==> src/rtl/irq_pkg.sv <==
package irq_pkg;
  parameter int LVL_W = 3;
  parameter int DATA_W = 8;
  parameter int SEL_W = 8;
  parameter int PEND_BIT = 3;

  typedef struct packed {
    logic             srcWr;
    logic [SEL_W-1:0] srcSel;
    logic [LVL_W-1:0] lvlVal;
    logic             pendClr;
    logic             enWr;
    logic             enVal;
    logic             thrWr;
    logic [LVL_W-1:0] thrVal;
    logic             ackClr;
    logic [SEL_W-1:0] ackSel;
  } irqStrobe_t;
endpackage

==> src/rtl/irq_ctrl_dec.sv <==
module irq_ctrl_dec
  import irq_pkg::*;
#(
  parameter int NUM_SRC = 8,
  parameter int ADDR_W = $clog2(NUM_SRC + 2),
  parameter int IDX_W = $clog2(NUM_SRC)
) (
  input  logic              wrEn,
  input  logic [ADDR_W-1:0] wrAddr,
  input  logic [DATA_W-1:0] wrData,
  input  logic              ackEn,
  input  logic [IDX_W-1:0]  ackIdx,
  output irqStrobe_t        stb
);
  localparam int EN_ADDR = NUM_SRC;
  localparam int THR_ADDR = NUM_SRC + 1;

  logic isSrc;

  always_comb begin
    isSrc = (32'(wrAddr) < NUM_SRC);
    stb = '0;
    stb.srcWr = wrEn && isSrc;
    stb.srcSel = SEL_W'(wrAddr);
    stb.lvlVal = wrData[LVL_W-1:0];
    stb.pendClr = ~wrData[PEND_BIT];
    stb.enWr = wrEn && (32'(wrAddr) == EN_ADDR);
    stb.enVal = wrData[0];
    stb.thrWr = wrEn && (32'(wrAddr) == THR_ADDR);
    stb.thrVal = wrData[LVL_W-1:0];
    stb.ackClr = ackEn;
    stb.ackSel = SEL_W'(ackIdx);
  end
endmodule

==> src/rtl/irq_datapath.sv <==
module irq_datapath
  import irq_pkg::*;
#(
  parameter int NUM_SRC = 8,
  parameter int IDX_W = $clog2(NUM_SRC)
) (
  input  logic                            clk,
  input  logic                            rst_n,
  input  logic [NUM_SRC-1:0]              srcReq,
  input  irqStrobe_t                      stb,
  output logic [NUM_SRC-1:0]              pendQ,
  output logic [NUM_SRC-1:0][LVL_W-1:0]   levelQ,
  output logic                            gEnQ,
  output logic [LVL_W-1:0]                thrQ,
  output logic                            irqValid,
  output logic [IDX_W-1:0]                irqIdx,
  output logic [LVL_W-1:0]                irqLevel
);
  logic [NUM_SRC-1:0] eligible;
  logic [NUM_SRC-1:0] swClr;
  logic [NUM_SRC-1:0] ackHit;
  logic [NUM_SRC-1:0] lvlHit;

  for (genvar gi = 0; gi < NUM_SRC; gi++) begin : g_src
    assign lvlHit[gi] = stb.srcWr && (stb.srcSel == SEL_W'(gi));
    assign swClr[gi] = lvlHit[gi] && stb.pendClr;
    assign ackHit[gi] = stb.ackClr && (stb.ackSel == SEL_W'(gi));
    assign eligible[gi] = gEnQ && pendQ[gi] && (levelQ[gi] > thrQ);
  end

  always_ff @(posedge clk or negedge rst_n) begin
    if (!rst_n) begin
      pendQ <= '0;
      levelQ <= '0;
    end else begin
      for (int i = 0; i < NUM_SRC; i++) begin
        if (lvlHit[i]) levelQ[i] <= stb.lvlVal;
        if (srcReq[i]) pendQ[i] <= 1'b1;
        else if (swClr[i] || ackHit[i]) pendQ[i] <= 1'b0;
      end
    end
  end

  always_ff @(posedge clk or negedge rst_n) begin
    if (!rst_n) begin
      gEnQ <= 1'b0;
      thrQ <= '0;
    end else begin
      if (stb.enWr) gEnQ <= stb.enVal;
      if (stb.thrWr) thrQ <= stb.thrVal;
    end
  end

  always_comb begin
    irqValid = 1'b0;
    irqIdx = '0;
    irqLevel = '0;
    for (int i = 0; i < NUM_SRC; i++) begin
      if (eligible[i] && (!irqValid || levelQ[i] > irqLevel)) begin
        irqValid = 1'b1;
        irqIdx = IDX_W'(i);
        irqLevel = levelQ[i];
      end
    end
  end
endmodule

==> src/rtl/mask_irq_ctrl.sv <==
module mask_irq_ctrl
  import irq_pkg::*;
#(
  parameter int NUM_SRC = 8,
  parameter int IDX_W = $clog2(NUM_SRC),
  parameter int ADDR_W = $clog2(NUM_SRC + 2)
) (
  input  logic               clk,
  input  logic               rst_n,
  input  logic [NUM_SRC-1:0] srcReq,
  input  logic               wrEn,
  input  logic [ADDR_W-1:0]  wrAddr,
  input  logic [DATA_W-1:0]  wrData,
  input  logic               ackEn,
  input  logic [IDX_W-1:0]   ackIdx,
  output logic               irqValid,
  output logic [IDX_W-1:0]   irqIdx,
  output logic [LVL_W-1:0]   irqLevel
);
  irqStrobe_t stb;
  logic [NUM_SRC-1:0] pendQ;
  logic [NUM_SRC-1:0][LVL_W-1:0] levelQ;
  logic gEnQ;
  logic [LVL_W-1:0] thrQ;

  irq_ctrl_dec #(.NUM_SRC(NUM_SRC), .ADDR_W(ADDR_W), .IDX_W(IDX_W)) u_dec (
    .wrEn(wrEn), .wrAddr(wrAddr), .wrData(wrData),
    .ackEn(ackEn), .ackIdx(ackIdx), .stb(stb)
  );

  irq_datapath #(.NUM_SRC(NUM_SRC), .IDX_W(IDX_W)) u_dp (
    .clk(clk), .rst_n(rst_n), .srcReq(srcReq), .stb(stb),
    .pendQ(pendQ), .levelQ(levelQ), .gEnQ(gEnQ), .thrQ(thrQ),
    .irqValid(irqValid), .irqIdx(irqIdx), .irqLevel(irqLevel)
  );
endmodule

==> config.mk <==
export PLATFORM = sky130hd
export DESIGN_NAME = mask_irq_ctrl
export DESIGN_NICKNAME = d
export VERILOG_FILES = /design/src/rtl/irq_pkg.sv /design/src/rtl/irq_ctrl_dec.sv /design/src/rtl/irq_datapath.sv /design/src/rtl/mask_irq_ctrl.sv
export SDC_FILE = /design/constraint.sdc
export NUM_CORES = 1
export LEC_CHECK = 0
export CORE_ASPECT_RATIO = 1.4
export CORE_MARGIN = 2
export CORE_UTILIZATION = 25
export DETAILED_ROUTE_END_ITERATION = 16
export DONT_BUFFER_PORTS = 1
export GPL_TIMING_DRIVEN = 0
export PLACE_DENSITY = 0.39
export SYNTH_ARGS = -nofsm -noshare
export SYNTH_HDL_FRONTEND = slang
export SYNTH_SLANG_ARGS = --single-unit
==> constraint.sdc <==
create_clock -name clk -period 32.8 [get_ports clk]
set_clock_uncertainty 0.2 [all_clocks]
set_input_delay 1.64 -clock clk [delete_from_list [all_inputs] [get_ports clk]]
set_output_delay 1.64 -clock clk [all_outputs]
set_load 0.01 [all_outputs]
==> flow_summary.ini <==
[global_route]
gr-total-overflow = 0
grt_max_degree = 37
track_usage_pct = 13.6
antenna_found_initial = 0
wire_length_of_the_first_global_routing_pass_mm = 14.1
first_global_vias = 2471

[setup_path]
critical_path.endpoint_type = primary output
crit_required_ns = 30.96
critical_path_arrival_ns = 12.03
worst_path_most_repeated_cell = ha_1
cp-start-kind = flip-flop
critical-path-max-stage-delay_ns = 0.57
critical_path.slowest_cell = a21oi_1
critical_path_peak_fanout = 10
worstSetupPathType = flip-flop to primary output

[pwr]
power.switching_uw = 133
vdd_drop_max_mv = 0.0268
switching_share_of_total_power_pct = 45.4
static_leak_nw = 1.44
cell_internal_pwr_uw = 160
clock_power_share_pct = 15.1
seq_power_share_pct = 22.0
cellPowerDensity_nw_per_um2 = 85.8
power_frac_comb_pct = 62.9

[final_layout]
final.fill_count = 1341
nets = 398
post-route-cell-area_um2 = 3430
layout-drive-gt1-share_pct = 16.9
antenna_cells = 0
area_delta_synth_final_pct = 10.4

[route]
detailroute.via_count = 2404
drt-initial-drc-count = 121
wl_mm = 8.75
dr_wl_met3_um = 186
wl_met2_mm = 4.46
wire_length_per_cell_um = 18.4
antenna_violating_nets_post_route = 0
met1_length_mm = 3.95
detailedRoute.firstPassIterationCount = 4
viasPerCell = 5.05
top_layer_used = met4
remaining_drc_errors = 0

[yosys]
post_synthesis_async_set_or_reset_flop_share_pct = 100
syn_inst = 319
postSynthRegisterBits = 36
yosysUniqueCellTypes = 58
synth-edff-count = 0
synth_flop_cell = dfrtp_1
synth.net_count = 391
warning_count_from_the_yosys_run = 0
syn-cell-area_um2 = 3110
postSynthAreaPerCell_um2 = 9.74
seq_area_frac_synth_pct = 29.0

[floorplan]
core_region_um2 = 12300
floorplan.die.height_um = 136
boundary_pin_count = 34
die-area_um2 = 13300
chipWidth_um = 98.2
initial_utilization_pct = 25.3
placementRows = 48

[clock_network]
number_of_buffers_on_the_longest_clock_path = 2
post-cts-setup-buffers = 0
cts-root-buf = clkbuf_16
cts_buffer_count = 5
cts_resized = 0
cts_num_sinks = 36
worstSkewPairLatency_ns = 0.27
clk_transition_reported_paths_ns = 0.05
tritoncts = yes
total_of_hold_buffers_inserted_after_clock_tree_synthesis = 0
htree_levels = 2

[sta]
rsz0062_at_grt = no
slew_viol_final = 0
timing_worst_slew_pin_value_ns = 0.696
layout_setup_ws_ns = 18.93
max-slew-margin-rel_pct = 53.6
min_period_ns = 13.87
portion_of_the_clock_cycle_consumed_by_the_worst_path_in_the_final_layout_pct = 42.3
hold_viol_final = 0
clock.fmax_mhz = 72.1
timing.final.setup_violations = 0
totalNegativeSetupSlack_ns = 0

[worst_hold_path]
min-delay-path-class = flip-flop to flip-flop

[placed_design]
final_weighted_congestion_of_routability_driven_global_placement = 0.741
buffer_ports.inserted = 0
place_ws_ns = 19.19
dp.final_hpwl_mm = 7.13
detailed_place.area_um2 = 3290

[flow_run]
maxCapViolCount = 0

[status]
run_status = finished clean
[synthesized netlist by cell type (2+ instances only)]
cell       count  area share, %
o22ai_1        3           0.60
o211ai_1       2           0.48
nor3b_1        4           0.97
a22oi_1        2           0.48
nand2b_1       8            1.6
o21ai_0       20            3.2
o21ai_1        3           0.48
o221ai_1       4            1.1
nand3b_1       3           0.73
mux2_2        22            8.0
a221oi_1       2           0.56
o21a_1         5            1.2
nor2_1        12            1.5
o2111ai_1      2           0.56
nand3_1       12            1.9
and2_2         2           0.48
a21oi_1        9            1.5
a32oi_1        3           0.85
nand2_1       19            2.3
dfrtp_1       36             29
inv_1         21            2.5
nor2b_1       16            3.2
a21o_1         4           0.97
ha_1          45             18
or3_1          3           0.60
a21boi_1       2           0.48
and3_1         4           0.81
o21bai_1       4           0.97
nor2b_4        2           0.89
a31oi_1        6            1.2
nand4_1        2           0.40
a22o_1         3           0.85
or2_2          4           0.81
o311ai_4       2            1.7
and2_1         2           0.40
a311o_1        3           0.97
clkbuf_1       2           0.24
[critical path, delay by kind of cell, from the launching register on]
family                     cells  cell delay (ns)
AOI/OAI and AO/OA             31             5.85
and+or+nand+nor               17             2.66
adders and majority gates      8             2.12
buffers and inverters          3             0.73
DFF                            1             0.37
[power by group through the flow]
| stage | Combinational [mW] | Clock (mW) | Sequential [mW] |
|---|---|---|---|
| floorplan | 0.147 | 0 | 0.0603 |
| global placement | 0.183 | 0 | 0.0654 |
| detailed placement | 0.187 | 0 | 0.0655 |
| CTS | 0.188 | 0.0458 | 0.0647 |
| global route | 0.210 | 0.0472 | 0.0659 |
| finish | 0.185 | 0.0443 | 0.0646 |
[cell type report]
cell class	instances	area (µm²)	area share, %
clock inverters	1	5.00	0.146
flip-flops and latches	36	901	26.3
inverters	21	78.8	2.30
multi-input cells	257	2090	61.1
well taps	150	188	5.48
clock buffers	6	129	3.76
plain buffers	5	31.3	0.913
[metal layers]
layer	vias to the layer above	global-route usage [%]
li1	1212	-
met1	1153	17.1
met2	30	24.4
met3	9	2.21
met4	0	3.42
met5	-	0
[flip-flops by register name, indices dropped and copies added, names as in the netlist]
name / cells
u_dp.thrQ: 3
u_dp.pendQ: 8
u_dp.levelQ: 24
u_dp.gEnQ: 1
[placed cells by master, fill, tap and decap left out, drive strengths merged, types with 3 or more instances in the layout]
cell type / instances
or3: 3
or2: 4
and2: 4
nand2: 20
o21bai: 4
a221oi: 3
nor3b: 4
o21ai: 24
a32oi: 3
o221ai: 4
o21a: 5
a311o: 3
nand3b: 3
o22ai: 4
a22o: 3
and3: 4
a21boi: 3
buf: 3
a22oi: 3
nor2: 13
mux2: 22
dfrtp: 36
a21o: 4
ha: 45
nand3: 12
nand2b: 8
clkbuf: 8
a21oi: 10
inv: 21
a31oi: 7
nor2b: 19
[stage by stage]
step                      power [mW]  hold WS, ns  util, %  instances
after global routing           0.323        0.326     28.0        476
after global placement         0.248        0.288     26.9        469
after floorplan                0.207        0.279        -        319
final                          0.294        0.305     28.0        476
after detailed placement       0.253        0.293     26.9        469
after CTS                      0.298        0.304     28.0        476
[logic make-up after synthesis]
group	Yosys count	share of synthesized area [%]
fa+ha+maj	45	18.1
buf+inv	26	3.55
compound gates	90	22.7
simple gates	100	18.7
flops	36	29.0
mux	22	7.98
[path summary, 6_finish.rpt]
path	startpoint	end	slack [ns]	cells after the start
worst min-delay path	u_dp.thrQ[1]$_DFFE_PN0P_	u_dp.thrQ[1]$_DFFE_PN0P_	0.31	1
worst max register to register	u_dp.thrQ[0]$_DFFE_PN0P_	u_dp.thrQ[0]$_DFFE_PN0P_	31.58	1
max in group asynchronous	rst_n	u_dp.levelQ[6]$_DFFE_PN0P_	31.45	0
worst max-delay path	u_dp.thrQ[1]$_DFFE_PN0P_	irqLevel[0]	18.93	59
worst min register to register	u_dp.thrQ[1]$_DFFE_PN0P_	u_dp.thrQ[1]$_DFFE_PN0P_	0.31	1
min in group asynchronous	rst_n	u_dp.levelQ[19]$_DFFE_PN0P_	0.86	0
(Power assumes the default switching activity.)
